File: config.mk
export PLATFORM = sky130hd
export DESIGN_NAME = ltho_ctrl
export DESIGN_NICKNAME = d
export VERILOG_FILES = /design/src/rtl/ltho_pkg.sv /design/src/rtl/ltho_regbus.sv /design/src/rtl/ltho_hold.sv /design/src/rtl/ltho_irq.sv /design/src/rtl/ltho_ctrl.sv
export SDC_FILE = /design/constraint.sdc
export NUM_CORES = 1
export LEC_CHECK = 0
export ABC_CLOCK_PERIOD_IN_PS = 3570
export BUFFER_PORTS_ARGS = -buffer_cell sky130_fd_sc_hd__buf_2
export CAP_MARGIN = 20
export CELL_PAD_IN_SITES_DETAIL_PLACEMENT = 0
export CELL_PAD_IN_SITES_GLOBAL_PLACEMENT = 1
export CORE_MARGIN = 2
export CORE_UTILIZATION = 25
export CTS_BUF_LIST = sky130_fd_sc_hd__clkbuf_2
export CTS_CLUSTER_DIAMETER = 50
export DETAILED_ROUTE_END_ITERATION = 6
export HOLD_SLACK_MARGIN = 0.02
export PLACE_DENSITY = 0.92
export SLEW_MARGIN = 10
export SYNTH_ARGS = -nofsm -noshare
export SYNTH_HDL_FRONTEND = slang
export SYNTH_SLANG_ARGS = --single-unit
export TNS_END_PERCENT = 20
File: constraint.sdc
create_clock -name clk_i -period 3.57 [get_ports clk_i]
set_input_delay 0.714 -clock clk_i [delete_from_list [all_inputs] [get_ports clk_i]]
set_output_delay 0.714 -clock clk_i [all_outputs]
set_load 0.03 [all_outputs]
File: src/rtl/ltho_pkg.sv
package ltho_pkg;
  localparam int HALF_W   = 16;
  localparam int NUM_SRC  = 2;
  localparam int BIT_SW   = 0;
  localparam int BIT_DLY  = 1;
  localparam int BIT_DONE = 3;
  localparam int BIT_ENH  = 4;
  localparam int SRC_RST  = 0;
  localparam int SRC_LUP  = 1;
  localparam logic [HALF_W-1:0] CTRL_KEEP =
    HALF_W'((1 << BIT_SW) | (1 << BIT_DLY) | (1 << BIT_ENH));

  function automatic logic [HALF_W-1:0] masked_upd(
    input logic [HALF_W-1:0] old_v,
    input logic [HALF_W-1:0] new_v,
    input logic [HALF_W-1:0] en_v
  );
    return (old_v & ~en_v) | (new_v & en_v);
  endfunction
endpackage

File: src/rtl/ltho_regbus.sv
module ltho_regbus
  import ltho_pkg::*;
#(
  parameter int                ADDR_W    = 12,
  parameter logic [ADDR_W-1:0] CTRL_OFS  = 'h180,
  parameter logic [ADDR_W-1:0] ISTAT_OFS = 'h010,
  parameter logic [ADDR_W-1:0] IMASK_OFS = 'h014
) (
  input  logic [ADDR_W-1:0]  addr_i,
  input  logic [31:0]        wdata_i,
  input  logic               we_i,
  input  logic [HALF_W-1:0]  ctrl_rd_i,
  input  logic [NUM_SRC-1:0] istat_rd_i,
  input  logic [NUM_SRC-1:0] imask_rd_i,
  output logic               ctrl_wr_o,
  output logic               istat_wr_o,
  output logic               imask_wr_o,
  output logic [HALF_W-1:0]  wval_o,
  output logic [HALF_W-1:0]  wen_o,
  output logic [31:0]        rdata_o
);
  logic hit_ctrl, hit_istat, hit_imask;

  assign hit_ctrl  = (addr_i == CTRL_OFS);
  assign hit_istat = (addr_i == ISTAT_OFS);
  assign hit_imask = (addr_i == IMASK_OFS);

  assign ctrl_wr_o  = we_i & hit_ctrl;
  assign istat_wr_o = we_i & hit_istat;
  assign imask_wr_o = we_i & hit_imask;
  assign wval_o     = wdata_i[HALF_W-1:0];
  assign wen_o      = wdata_i[2*HALF_W-1:HALF_W];

  always_comb begin
    rdata_o = '0;
    if (hit_ctrl)       rdata_o[HALF_W-1:0]  = ctrl_rd_i;
    else if (hit_istat) rdata_o[NUM_SRC-1:0] = istat_rd_i;
    else if (hit_imask) rdata_o[NUM_SRC-1:0] = imask_rd_i;
  end
endmodule

File: src/rtl/ltho_hold.sv
module ltho_hold
  import ltho_pkg::*;
(
  input  logic              clk_i,
  input  logic              rst_ni,
  input  logic              ctrl_wr_i,
  input  logic [HALF_W-1:0] wval_i,
  input  logic [HALF_W-1:0] wen_i,
  input  logic              evt_i,
  output logic [HALF_W-1:0] ctrl_rd_o,
  output logic              armed_o,
  output logic              hold_o,
  output logic              done_o,
  output logic              train_en_o
);
  logic [HALF_W-1:0] ctrl_q;
  logic              hold_q;

  assign armed_o = ctrl_q[BIT_DLY] & ctrl_q[BIT_ENH];
  assign done_o  = ctrl_wr_i & wen_i[BIT_DONE] & wval_i[BIT_DONE];

  always_ff @(posedge clk_i or negedge rst_ni) begin
    if (!rst_ni) begin
      ctrl_q <= '0;
    end else if (ctrl_wr_i) begin
      ctrl_q <= masked_upd(ctrl_q, wval_i, wen_i) & CTRL_KEEP;
    end
  end

  // event beats done; losing the arm drops any pending hold
  always_ff @(posedge clk_i or negedge rst_ni) begin
    if (!rst_ni)                 hold_q <= 1'b0;
    else if (evt_i && armed_o)   hold_q <= 1'b1;
    else if (done_o || !armed_o) hold_q <= 1'b0;
  end

  assign hold_o     = hold_q;
  assign ctrl_rd_o  = ctrl_q;
  assign train_en_o = ctrl_q[BIT_SW] & ~(hold_q & armed_o);
endmodule

File: src/rtl/ltho_irq.sv
module ltho_irq
  import ltho_pkg::*;
(
  input  logic               clk_i,
  input  logic               rst_ni,
  input  logic [NUM_SRC-1:0] set_i,
  input  logic               istat_wr_i,
  input  logic [NUM_SRC-1:0] clr_i,
  input  logic               imask_wr_i,
  input  logic [NUM_SRC-1:0] mval_i,
  input  logic [NUM_SRC-1:0] men_i,
  output logic [NUM_SRC-1:0] istat_o,
  output logic [NUM_SRC-1:0] imask_o,
  output logic               irq_o
);
  logic [NUM_SRC-1:0] istat_q, imask_q;

  for (genvar i = 0; i < NUM_SRC; i++) begin : g_src
    always_ff @(posedge clk_i or negedge rst_ni) begin
      if (!rst_ni) istat_q[i] <= 1'b0;
      else         istat_q[i] <= set_i[i] | (istat_q[i] & ~(istat_wr_i & clr_i[i]));
    end

    always_ff @(posedge clk_i or negedge rst_ni) begin
      if (!rst_ni)                     imask_q[i] <= 1'b0;
      else if (imask_wr_i && men_i[i]) imask_q[i] <= mval_i[i];
    end
  end

  assign istat_o = istat_q;
  assign imask_o = imask_q;
  assign irq_o   = |(istat_q & imask_q);
endmodule

File: src/rtl/ltho_ctrl.sv
module ltho_ctrl
  import ltho_pkg::*;
#(
  parameter int                ADDR_W    = 12,
  parameter logic [ADDR_W-1:0] CTRL_OFS  = 'h180,
  parameter logic [ADDR_W-1:0] ISTAT_OFS = 'h010,
  parameter logic [ADDR_W-1:0] IMASK_OFS = 'h014
) (
  input  logic              clk_i,
  input  logic              rst_ni,
  input  logic [ADDR_W-1:0] reg_addr_i,
  input  logic [31:0]       reg_wdata_i,
  input  logic              reg_we_i,
  output logic [31:0]       reg_rdata_o,
  input  logic              hot_reset_i,
  input  logic              link_down_i,
  input  logic              link_up_chg_i,
  output logic              train_en_o,
  output logic              irq_o
);
  logic               ctrl_wr, istat_wr, imask_wr;
  logic [HALF_W-1:0]  wval, wen, ctrl_rd;
  logic [NUM_SRC-1:0] istat_q, imask_q, set_vec;
  logic               evt, armed, hold_q, done_pulse;

  assign evt              = hot_reset_i | link_down_i;
  assign set_vec[SRC_RST] = evt;
  assign set_vec[SRC_LUP] = link_up_chg_i;

  ltho_regbus #(
    .ADDR_W(ADDR_W), .CTRL_OFS(CTRL_OFS),
    .ISTAT_OFS(ISTAT_OFS), .IMASK_OFS(IMASK_OFS)
  ) u_bus (
    .addr_i(reg_addr_i), .wdata_i(reg_wdata_i), .we_i(reg_we_i),
    .ctrl_rd_i(ctrl_rd), .istat_rd_i(istat_q), .imask_rd_i(imask_q),
    .ctrl_wr_o(ctrl_wr), .istat_wr_o(istat_wr), .imask_wr_o(imask_wr),
    .wval_o(wval), .wen_o(wen), .rdata_o(reg_rdata_o)
  );

  ltho_hold u_hold (
    .clk_i(clk_i), .rst_ni(rst_ni), .ctrl_wr_i(ctrl_wr),
    .wval_i(wval), .wen_i(wen), .evt_i(evt),
    .ctrl_rd_o(ctrl_rd), .armed_o(armed), .hold_o(hold_q),
    .done_o(done_pulse), .train_en_o(train_en_o)
  );

  ltho_irq u_irq (
    .clk_i(clk_i), .rst_ni(rst_ni), .set_i(set_vec),
    .istat_wr_i(istat_wr), .clr_i(wval[NUM_SRC-1:0]),
    .imask_wr_i(imask_wr), .mval_i(wval[NUM_SRC-1:0]),
    .men_i(wen[NUM_SRC-1:0]),
    .istat_o(istat_q), .imask_o(imask_q), .irq_o(irq_o)
  );
endmodule

# Word level (Yosys, flattened, before mapping)
# Index checks and enable logic that the tools add are counted.
# W data, S select, Z words.
# op_classes
n_eq_ne	3
n_mux	6
n_bitwise	23
n_reduce_logical	7
# op_table
cell	count
$eq A12 B5 Y1 const B	2
$and A1 B1 Y1	12
$eq A12 B9 Y1 const B	1
$and A5 B5 Y5	2
$mux W2	3
$not A5 Y5	1
$or A5 B5 Y5	1
$logic_and A1 B1 Y1	3
$mux W3	1
$not A1 Y1	3
$or A1 B1 Y1	3
$and A2 B2 Y2	1
$mux W1	2
$reduce_bool A2 Y1	1
$reduce_or A2 Y1	1
$logic_not A1 Y1	1
$logic_or A1 B1 Y1	1
# totals
register_bits	8
out_inout_bits	34
word_cells	45

# Logic depth before layout (Yosys ltp)
# Gate-level depths: netlist of run 1.
# depth
word_depth	7
ltp_mapped	4

# Hierarchy
# Synthesis of run 1 repeated with hierarchy kept, for this count alone.
# unflattened
hier_cells	125
area_unflattened_um2	1074.8
# modules_own_cells
module	n_inst	cells_each	area_each_um2
ltho_regbus	1	82	601.8
ltho_hold	1	29	297.8
ltho_irq	1	13	168.9
ltho_ctrl	1	1	6.3

# Least setup slack after synthesis of run 1
# No wires, ideal clock.
# synth_timing
kind	input port to output port
from	input reg_addr_i[6]
to	output reg_rdata_o[0]
t_arrival_ns	2.393
path_slack_ns	0.463
path_stages	4
path_buffers	1
cell_sequence	or4_4 -> buf_6 -> or4_4 -> o2bb2ai_1
# synth_via
elab_chain_len	4
# synth_rtl
item	line_no	source
from (decl)	ltho_ctrl.sv:11	input logic [ADDR_W-1:0] reg_addr_i,
$eq A12 B5 Y1	ltho_regbus.sv:26	assign hit_imask = (addr_i == IMASK_OFS);
$mux W2	ltho_regbus.sv:38	else if (hit_imask) rdata_o[NUM_SRC-1:0] = imask_rd_i;
$mux W2	ltho_regbus.sv:37	else if (hit_istat) rdata_o[NUM_SRC-1:0] = istat_rd_i;
$mux W2 (*)	ltho_regbus.sv:36	if (hit_ctrl) rdata_o[HALF_W-1:0] = ctrl_rd_i;
to (decl)	ltho_ctrl.sv:14	output logic [31:0] reg_rdata_o,
# Every way passes the cells marked *; elsewhere a longest branch is shown, timed or not.

# Worst setup path in the final report of run 1
# layout_timing
from	input reg_addr_i[6]
to	output reg_rdata_o[1]
# Same word-level chain as after synthesis.

==> results of run 1 <==
## worst min-delay path by stage
| stage | end | cells after the start |
|---|---|---|
| after floorplan | asynchronous set/reset pin | 0 |
| after global routing | asynchronous set/reset pin | 1 |
| final | u_irq.istat_o[1]$_DFF_PN0_ | 1 |
| after global placement | u_irq.imask_o[0]$_DFFE_PN0P_ | 1 |
| after CTS | u_irq.istat_o[1]$_DFF_PN0_ | 1 |
| after detailed placement | u_irq.imask_o[0]$_DFFE_PN0P_ | 1 |
## per-layer routing
metal	GRT usage	up-vias	routed length, um
met1	0.118	313	705
met3	0.0235	0	188
li1	-	320	-
met2	0.149	44	746
met5	0	-	0
met4	0.0286	0	0
## cell type report
| class | instances | area (um2) |
|---|---|---|
| fill | 340 | 2140 |
| tap | 44 | 55.1 |
| timing repair buffer | 30 | 150 |
| sequential | 8 | 200 |
| clock buffer | 3 | 15.0 |
| inverter | 1 | 3.75 |
| multi-input combinational | 73 | 467 |
## through the flow
stage	utilization	cells	power [mW]
after floorplan	-	112	0.168
after global placement	0.289	156	0.164
after detailed placement	0.289	156	0.164
after CTS	0.294	159	0.218
after global routing	0.294	159	0.229
final	0.294	159	0.214
## worst register-to-register path: cells and delay by family (launching register included)
kind	cells	cell delay (ps)
simple gates	1	190
flops	1	410
compound gates	1	50
## power by group through the flow
stage	Clock, mW	Combinational (mW)	Sequential, mW
after floorplan	0	0.0750	0.0926
final	0.0504	0.0723	0.0908
after detailed placement	0	0.0714	0.0926
after global placement	0	0.0714	0.0926
after global routing	0.0607	0.0779	0.0908
after CTS	0.0558	0.0715	0.0907
## layout by cell type (no fill, tap or decap), types with 2 or more instances in the layout
master	n
or4b_2	5
or4bb_1	3
o2bb2ai_1	2
dfrtp_1	8
nor2_1	2
a31oi_1	2
clkbuf_2	3
mux2_2	5
mux2i_1	2
buf_2	30
conb_1	29
and2_1	2
or2_2	2
or4_4	2
nor4_1	8
## cell families (layout without fill, tap and decap cells)
logic type / count (synthesis) / count (layout) / synth area share
simple gates: 31 / 31 / 0.298
mux: 7 / 7 / 0.0961
compound gates: 6 / 6 / 0.0567
buf+inv: 31 / 34 / 0.293
other cells: 1 / 29 / 0.00472
flops: 8 / 8 / 0.252
==> impl_metrics.py, run 1 <==
metrics = {
    "worst_setup_path": {
        "cp_num_buf_inv": 2,
        "r2r-end": "u_irq.istat_o[0]$_DFF_PN0_",
        "cp_max_fo": 9,
        "rr_worst_depth": 2,
        "crit_type": "in -> out",
        "cpMaxStageDelayCell": "or4_4",
        "critPathTopFamily": "simple AND/OR/NAND/NOR gates",
        "crit_end": "reg_rdata_o[1]",
        "crit_path_start": "reg_addr_i[6]",
        "cp-start-kind": "primary input",
        "worstPathCellList": "buf_2 > or4_4 > or4_4 > o2bb2ai_1 > buf_2",
        "r2r-start": "u_irq.istat_o[0]$_DFF_PN0_",
        "reg2reg_slack_ps": 2780,
        "crit_required_ps": 2860,
        "crit_cells": 5,
        "end_kind": "output port",
        "worstPathArrival_ps": 2330,
        "max_stage_delay_ps": 590,
    },
    "flow_run": {
        "maxCapViolCount": 0,
    },
    "synthesis": {
        "synth_area_leaders": "buf_4, dfrtp_1, mux2_2, nor4_1, or4b_2",
        "avgSynthCellArea_um2": 9.46,
        "synth_top_area_frac": 0.274,
        "ys_top_cells_by_count": "buf_4, dfrtp_1, nor4_1",
        "ys_warn_count": 0,
        "synth.distinct_cells": 25,
        "yosys_register_bits": 8,
        "synth_cells": 84,
        "yosys.cell_count.top_type": "buf_4",
        "netlist_area_um2": 795,
        "yosysTopAreaCell": "buf_4",
        "seq_area_frac_synth": 0.252,
        "synthArstFlopShare": 1.00,
        "synthFlopType": "dfrtp_1",
        "synth_edf_count": 0,
    },
    "clocking": {
        "post_cts_buffers": 0,
        "ctsHoldBuffers": 0,
        "htreeDepth": 1,
        "cts_num_sinks": 8,
        "root_buffer": "clkbuf_2",
        "cts_tree": "done",
        "clk_pin_slew_ps": 70,
        "clk_latency_ps": 220,
        "clockBufferDepth": 2,
        "numCtsBuffers": 3,
        "post_cts_resize_count": 0,
    },
    "route": {
        "vias": 677,
        "drc": 0,
        "drtIter0Drc": 21,
        "drt_first_pass_iters": 4,
        "drtAntennaViolNets": 0,
        "post_drt_wl_per_cell_um": 10.3,
        "wl_um": 1640,
        "post_drt_via_cell_ratio": 4.26,
    },
    "timing": {
        "tns_ps": 0,
        "tightest_slew_ps": 539,
        "drv_slew": 0,
        "rsz0062_at_grt": "false",
        "min_period_ps": 3040,
        "finClkSkew_ps": 0.0350,
        "hold_slack_ps": 318,
        "fmax_mhz": 329,
        "fin_crit_sh": 0.852,
        "setup_slack_ps": 529,
        "setup_viol": 0,
        "slew_headroom": 0.637,
        "finalHoldViolCount": 0,
    },
    "finish": {
        "final_area_um2": 891,
        "diodes": 0,
        "syn2layout_area_growth_pct": 12.1,
        "drive_above_1_share": 0.409,
        "nNetsFinal": 167,
    },
    "global_routing": {
        "grt_max_degree": 10,
        "antenna_found_initial": 0,
        "grt_pass1_wl_um": 2460,
        "grt_pass1_vias": 556,
        "grt.total_usage": 0.0914,
        "gr-total-overflow": 0,
    },
    "power": {
        "power_frac_comb": 0.339,
        "vdd_drop_max_mv": 0.101,
        "p_sw_frac": 0.391,
        "leakage_nw": 0.433,
        "p_per_area_mw_per_mm2": 240,
        "clock_power_share": 0.236,
        "p_sw_mw": 0.0835,
        "internal-power_mw": 0.130,
        "sequentialPowerShare": 0.425,
    },
    "floorplanning": {
        "rows": 20,
        "die_height_um": 60.4,
        "core_area_mm2": 0.00303,
        "pin_count": 84,
        "dieArea_mm2": 0.00365,
        "initial_utilization": 0.262,
        "fp.dieW_um": 60.4,
    },
    "min_path": {
        "hp-class": "in -> async",
    },
    "placement": {
        "dp_hpwl_um": 1430,
        "pre_cts_ws_ps": 525,
        "gp_congestion": 0.747,
        "placed_area_um2": 876,
        "port-buffer-count": 30,
    },
    "status": {
        "status": "complete, no violations",
    },
}
No activity file was read; power rests on OpenSTA's default activity.
==> inputs of run 2 (changes only) <==
Settings changed: CORE_UTILIZATION 25 to 29, PLACE_DENSITY 0.92 to 0.91, SLEW_MARGIN 10 to 30, SYNTH_HIERARCHICAL set to 1.
==> impl_metrics.py, run 2 <==
metrics = {
    "placement": {
        "gp_congestion": 0.730,
        "port-buffer-count": 30,
        "pre_cts_ws_ps": 740,
    },
    "global_routing": {
        "gr-total-overflow": 0,
        "grt.total_usage": 0.0797,
        "grt_pass1_wl_um": 2130,
        "antenna_found_initial": 0,
        "grt_max_degree": 16,
        "grt_pass1_vias": 518,
    },
    "finish": {
        "fillers": 337,
        "diodes": 0,
        "layout_commonest_cell": "buf_2",
        "drive_above_1_share": 0.344,
        "nNetsFinal": 174,
        "syn2layout_area_growth_pct": 2.12,
        "mostFrequentLayoutCells": "buf_2, conb_1, and2_1",
    },
    "route": {
        "post_drt_via_cell_ratio": 3.87,
        "post_drt_wl_per_cell_um": 9.21,
        "wl_um": 1430,
        "drt_first_pass_iters": 4,
        "drtAntennaViolNets": 0,
        "drc": 0,
        "vias": 600,
        "drtIter0Drc": 5,
    },
    "clocking": {
        "ctsHoldBuffers": 0,
        "cts_tree": "done",
        "clk_latency_ps": 220,
        "post_cts_buffers": 0,
        "clockBufferDepth": 2,
        "post_cts_resize_count": 0,
        "clk_pin_slew_ps": 70,
        "htreeDepth": 1,
        "root_buffer": "clkbuf_2",
        "cts_num_sinks": 8,
        "numCtsBuffers": 3,
    },
    "timing": {
        "finalHoldViolCount": 0,
        "setup_viol": 0,
        "fin_crit_sh": 0.784,
        "setup_slack_ps": 772,
        "tns_ps": 0,
        "finClkSkew_ps": 0.0775,
        "rsz0062_at_grt": "false",
        "hold_slack_ps": 312,
        "drv_slew": 0,
        "fmax_mhz": 357,
        "min_period_ps": 2800,
    },
    "worst_setup_path": {
        "crit_required_ps": 2860,
        "r2r-end": "u_hold/hold_o$_DFFE_PN0P_",
        "cp_max_fo": 15,
        "rr_worst_depth": 2,
        "worstPathArrival_ps": 2080,
        "reg2reg_slack_ps": 2780,
        "cp-start-kind": "primary input",
        "end_kind": "output port",
        "crit_type": "in -> out",
    },
    "synthesis": {
        "avgSynthCellArea_um2": 8.87,
        "synth_cells": 100,
        "ys_warn_count": 6,
        "netlist_area_um2": 887,
    },
    "floorplanning": {
        "initial_utilization": 0.298,
        "dieArea_mm2": 0.00352,
        "fp.dieW_um": 59.3,
        "core_area_mm2": 0.00298,
        "die_height_um": 59.3,
        "rows": 20,
        "pin_count": 84,
    },
    "power": {
        "p_sw_mw": 0.0616,
        "internal-power_mw": 0.128,
        "leakage_nw": 0.494,
        "p_per_area_mw_per_mm2": 209,
        "sequentialPowerShare": 0.480,
        "p_sw_frac": 0.326,
        "power_frac_comb": 0.250,
        "power_mw": 0.189,
        "vdd_drop_max_mv": 0.134,
        "clock_power_share": 0.270,
    },
    "status": {
        "status": "complete, no violations",
    },
    "flow_run": {
        "maxCapViolCount": 0,
    },
    "min_path": {
        "hp-class": "in -> async",
    },
}
[run 2: layer usage]
| layer | GRT usage | part of all wire | wire length (um) |
|---|---|---|---|
| met5 | 0 | 0 | 0 |
| met4 | 0 | 0 | 0 |
| met3 | 0.0349 | 0.086 | 123 |
| met2 | 0.144 | 0.53 | 762 |
| met1 | 0.0915 | 0.38 | 542 |
[run 2: power by group through the flow]
stage               clock, mW  combinational (mW)  sequential, mW
finish                 0.0512              0.0473          0.0908
global route           0.0590              0.0519          0.0908
CTS                    0.0553              0.0474          0.0907
detailed placement          0              0.0472          0.0926
global placement            0              0.0471          0.0926
floorplan                   0              0.0602          0.0926
[run 2: how the worst max path moves through the flow]
| stage | startpoint | to | slack (ps) | cells past startpoint |
|---|---|---|---|---|
| CTS | reg_addr_i[9] | reg_rdata_o[4] | 740 | 5 |
| global route | reg_addr_i[9] | reg_rdata_o[4] | 640 | 5 |
| detailed placement | reg_addr_i[9] | reg_rdata_o[4] | 740 | 5 |
| floorplan | reg_addr_i[1] | reg_rdata_o[0] | 860 | 3 |
| finish | reg_addr_i[9] | reg_rdata_o[4] | 770 | 5 |
| global placement | reg_addr_i[9] | reg_rdata_o[4] | 750 | 5 |
[run 2: metrics by stage]
| step | util | instance area, um2 | std cells |
|---|---|---|---|
| CTS | 0.304 | 906 | 155 |
| finish | 0.304 | 906 | 155 |
| global route | 0.304 | 906 | 155 |
| global placement | 0.299 | 891 | 152 |
| floorplan | - | 988 | 127 |
| detailed placement | 0.299 | 891 | 152 |
[run 2: area by class of cell]
cell class | instances | area (um2) | share of cell area
clock buffer | 3 | 15.0 | 0.0166
inverter | 1 | 3.75 | 0.00414
multi-input combinational | 80 | 495 | 0.547
sequential | 8 | 200 | 0.221
tap | 33 | 41.3 | 0.0456
timing repair buffer | 30 | 150 | 0.166
[run 2: worst max-delay path, cell delays in order]
cell and delay [ps]:
buf_2 100, or4_4 550, nor3_4 360, and2_1 170, buf_2 190
==> inputs of run 3 (changes only) <==
Settings changed: ABC_AREA set to 1, ABC_CLOCK_PERIOD_IN_PS 3570 to 2700, CORE_UTILIZATION 29 to 28, PLACE_DENSITY 0.91 to 0.87.
Clock period 3.57 ns to 2.7 ns, I/O delays scaled along.
==> impl_metrics.py, run 3 <==
metrics = {
    "power": {
        "p_sw_frac": 0.356,
        "p_sw_mw": 0.0942,
        "power_mw": 0.264,
        "power_frac_comb": 0.288,
        "clock_power_share": 0.258,
        "p_per_area_mw_per_mm2": 237,
        "sequentialPowerShare": 0.454,
        "vdd_drop_max_mv": 0.124,
        "leakage_nw": 0.653,
        "internal-power_mw": 0.170,
    },
    "route": {
        "drtAntennaViolNets": 0,
        "wl_um": 1640,
        "post_drt_wl_per_cell_um": 6.96,
        "drtIter0Drc": 7,
        "vias": 833,
        "drc": 0,
        "drt_first_pass_iters": 4,
        "post_drt_via_cell_ratio": 3.53,
    },
    "timing": {
        "tightest_slew_ps": 545,
        "hold_slack_ps": 140,
        "drv_slew": 0,
        "rsz0062_at_grt": "false",
        "setup_slack_ps": 471,
        "fin_crit_sh": 0.826,
        "finClkSkew_ps": 0.0278,
        "slew_headroom": 0.635,
        "fmax_mhz": 449,
        "finalHoldViolCount": 0,
        "min_period_ps": 2230,
        "setup_viol": 0,
        "tns_ps": 0,
    },
    "floorplanning": {
        "pin_count": 84,
        "rows": 22,
        "initial_utilization": 0.294,
        "dieArea_mm2": 0.00439,
        "fp.dieW_um": 66.3,
        "die_height_um": 66.3,
        "core_area_mm2": 0.00369,
    },
    "global_routing": {
        "grt.met2_usage": 0.135,
        "globalRouteMet1Util": 0.0850,
        "grt_max_degree": 19,
        "grt_use_met3": 0.0153,
        "grt.busiest_layer": "met2",
        "gr-total-overflow": 0,
        "grt_pass1_vias": 665,
        "grt.total_usage": 0.0761,
        "antenna_found_initial": 0,
        "grt_pass1_wl_um": 2570,
    },
    "finish": {
        "layout_commonest_cell": "nand2_1",
        "multiInputGateArea_um2": 573,
        "regArea_um2": 200,
        "nNetsFinal": 240,
        "instances_no_fill": 236,
        "diodes": 0,
        "fillers": 418,
        "syn2layout_area_growth_pct": 2.65,
        "final_util": 0.302,
        "final_area_mm2": 0.00111,
        "mostFrequentLayoutCells": "nand2_1, inv_1, buf_2",
        "drive_above_1_share": 0.266,
    },
    "clocking": {
        "cts_num_sinks": 8,
        "post_cts_buffers": 0,
        "clk_latency_ps": 220,
        "clockBufferDepth": 2,
        "cts_tree": "done",
        "htreeDepth": 1,
        "root_buffer": "clkbuf_2",
        "post_cts_resize_count": 0,
        "ctsHoldBuffers": 0,
        "clk_pin_slew_ps": 70,
        "numCtsBuffers": 3,
    },
    "placement": {
        "dp_hpwl_um": 1470,
        "place_inst": 233,
        "port-buffer-count": 30,
        "gp_congestion": 0.787,
        "placed_area_mm2": 0.00110,
        "pre_cts_ws_ps": 443,
    },
    "worst_setup_path": {
        "reg2reg_slack_ps": 1940,
        "end_kind": "output port",
        "crit_required_ps": 2160,
        "worstPathArrival_ps": 1690,
        "cp_max_fo": 18,
        "crit_path_start": "reg_addr_i[3]",
        "cp-start-kind": "primary input",
        "crit_type": "in -> out",
    },
    "synthesis": {
        "ys_warn_count": 6,
        "netlist_area_mm2": 0.00109,
        "avgSynthCellArea_um2": 6.54,
        "synth_cells": 166,
    },
    "min_path": {
        "hp-class": "in -> async",
    },
    "flow_run": {
        "maxCapViolCount": 0,
    },
    "status": {
        "status": "complete, no violations",
    },
}
==> run 3: cell type report <==
type,instances,area share
clock buffers,3,0.0135
multi-input cells,116,0.514
flip-flops and latches,8,0.180
inverters,31,0.104
well taps,48,0.0539
repair buffers,30,0.135
==> run 3: routing by layer <==
layer	vias up	routed length, um	part of all wire
li1	458	-	-
met1	341	696	0.42
met2	32	793	0.48
met3	2	139	0.085
met4	0	14	0.0085
met5	-	0	0
==> run 3: final timing paths <==
path	endpoint	cells past startpoint
max in group asynchronous	u_irq/istat_o[0]$_DFF_PN0_	1
min	u_irq/istat_o[1]$_DFF_PN0_	1
min in group clk_i	u_irq/istat_o[1]$_DFF_PN0_	3
min reg2reg	flip-flop	2
max reg2reg	u_hold/hold_o$_DFFE_PN0P_	4
max	reg_rdata_o[0]	9
==> run 3: power by group through the flow <==
stage	Combinational [mW]	Clock, mW	Sequential [mW]
after global placement	0.0756	0	0.122
after detailed placement	0.0759	0	0.122
after floorplan	0.0930	0	0.122
final	0.0761	0.0682	0.120
after global routing	0.0845	0.0779	0.120
after CTS	0.0761	0.0728	0.120
==> run 3: worst max-delay path, stage by stage <==
cell and delay, ps:
buf_2 100, or2_4 260, nor2_8 110, nand2_4 220, nand2_1 130, inv_1 40
nand2_1 50, nand2_1 50, buf_2 170
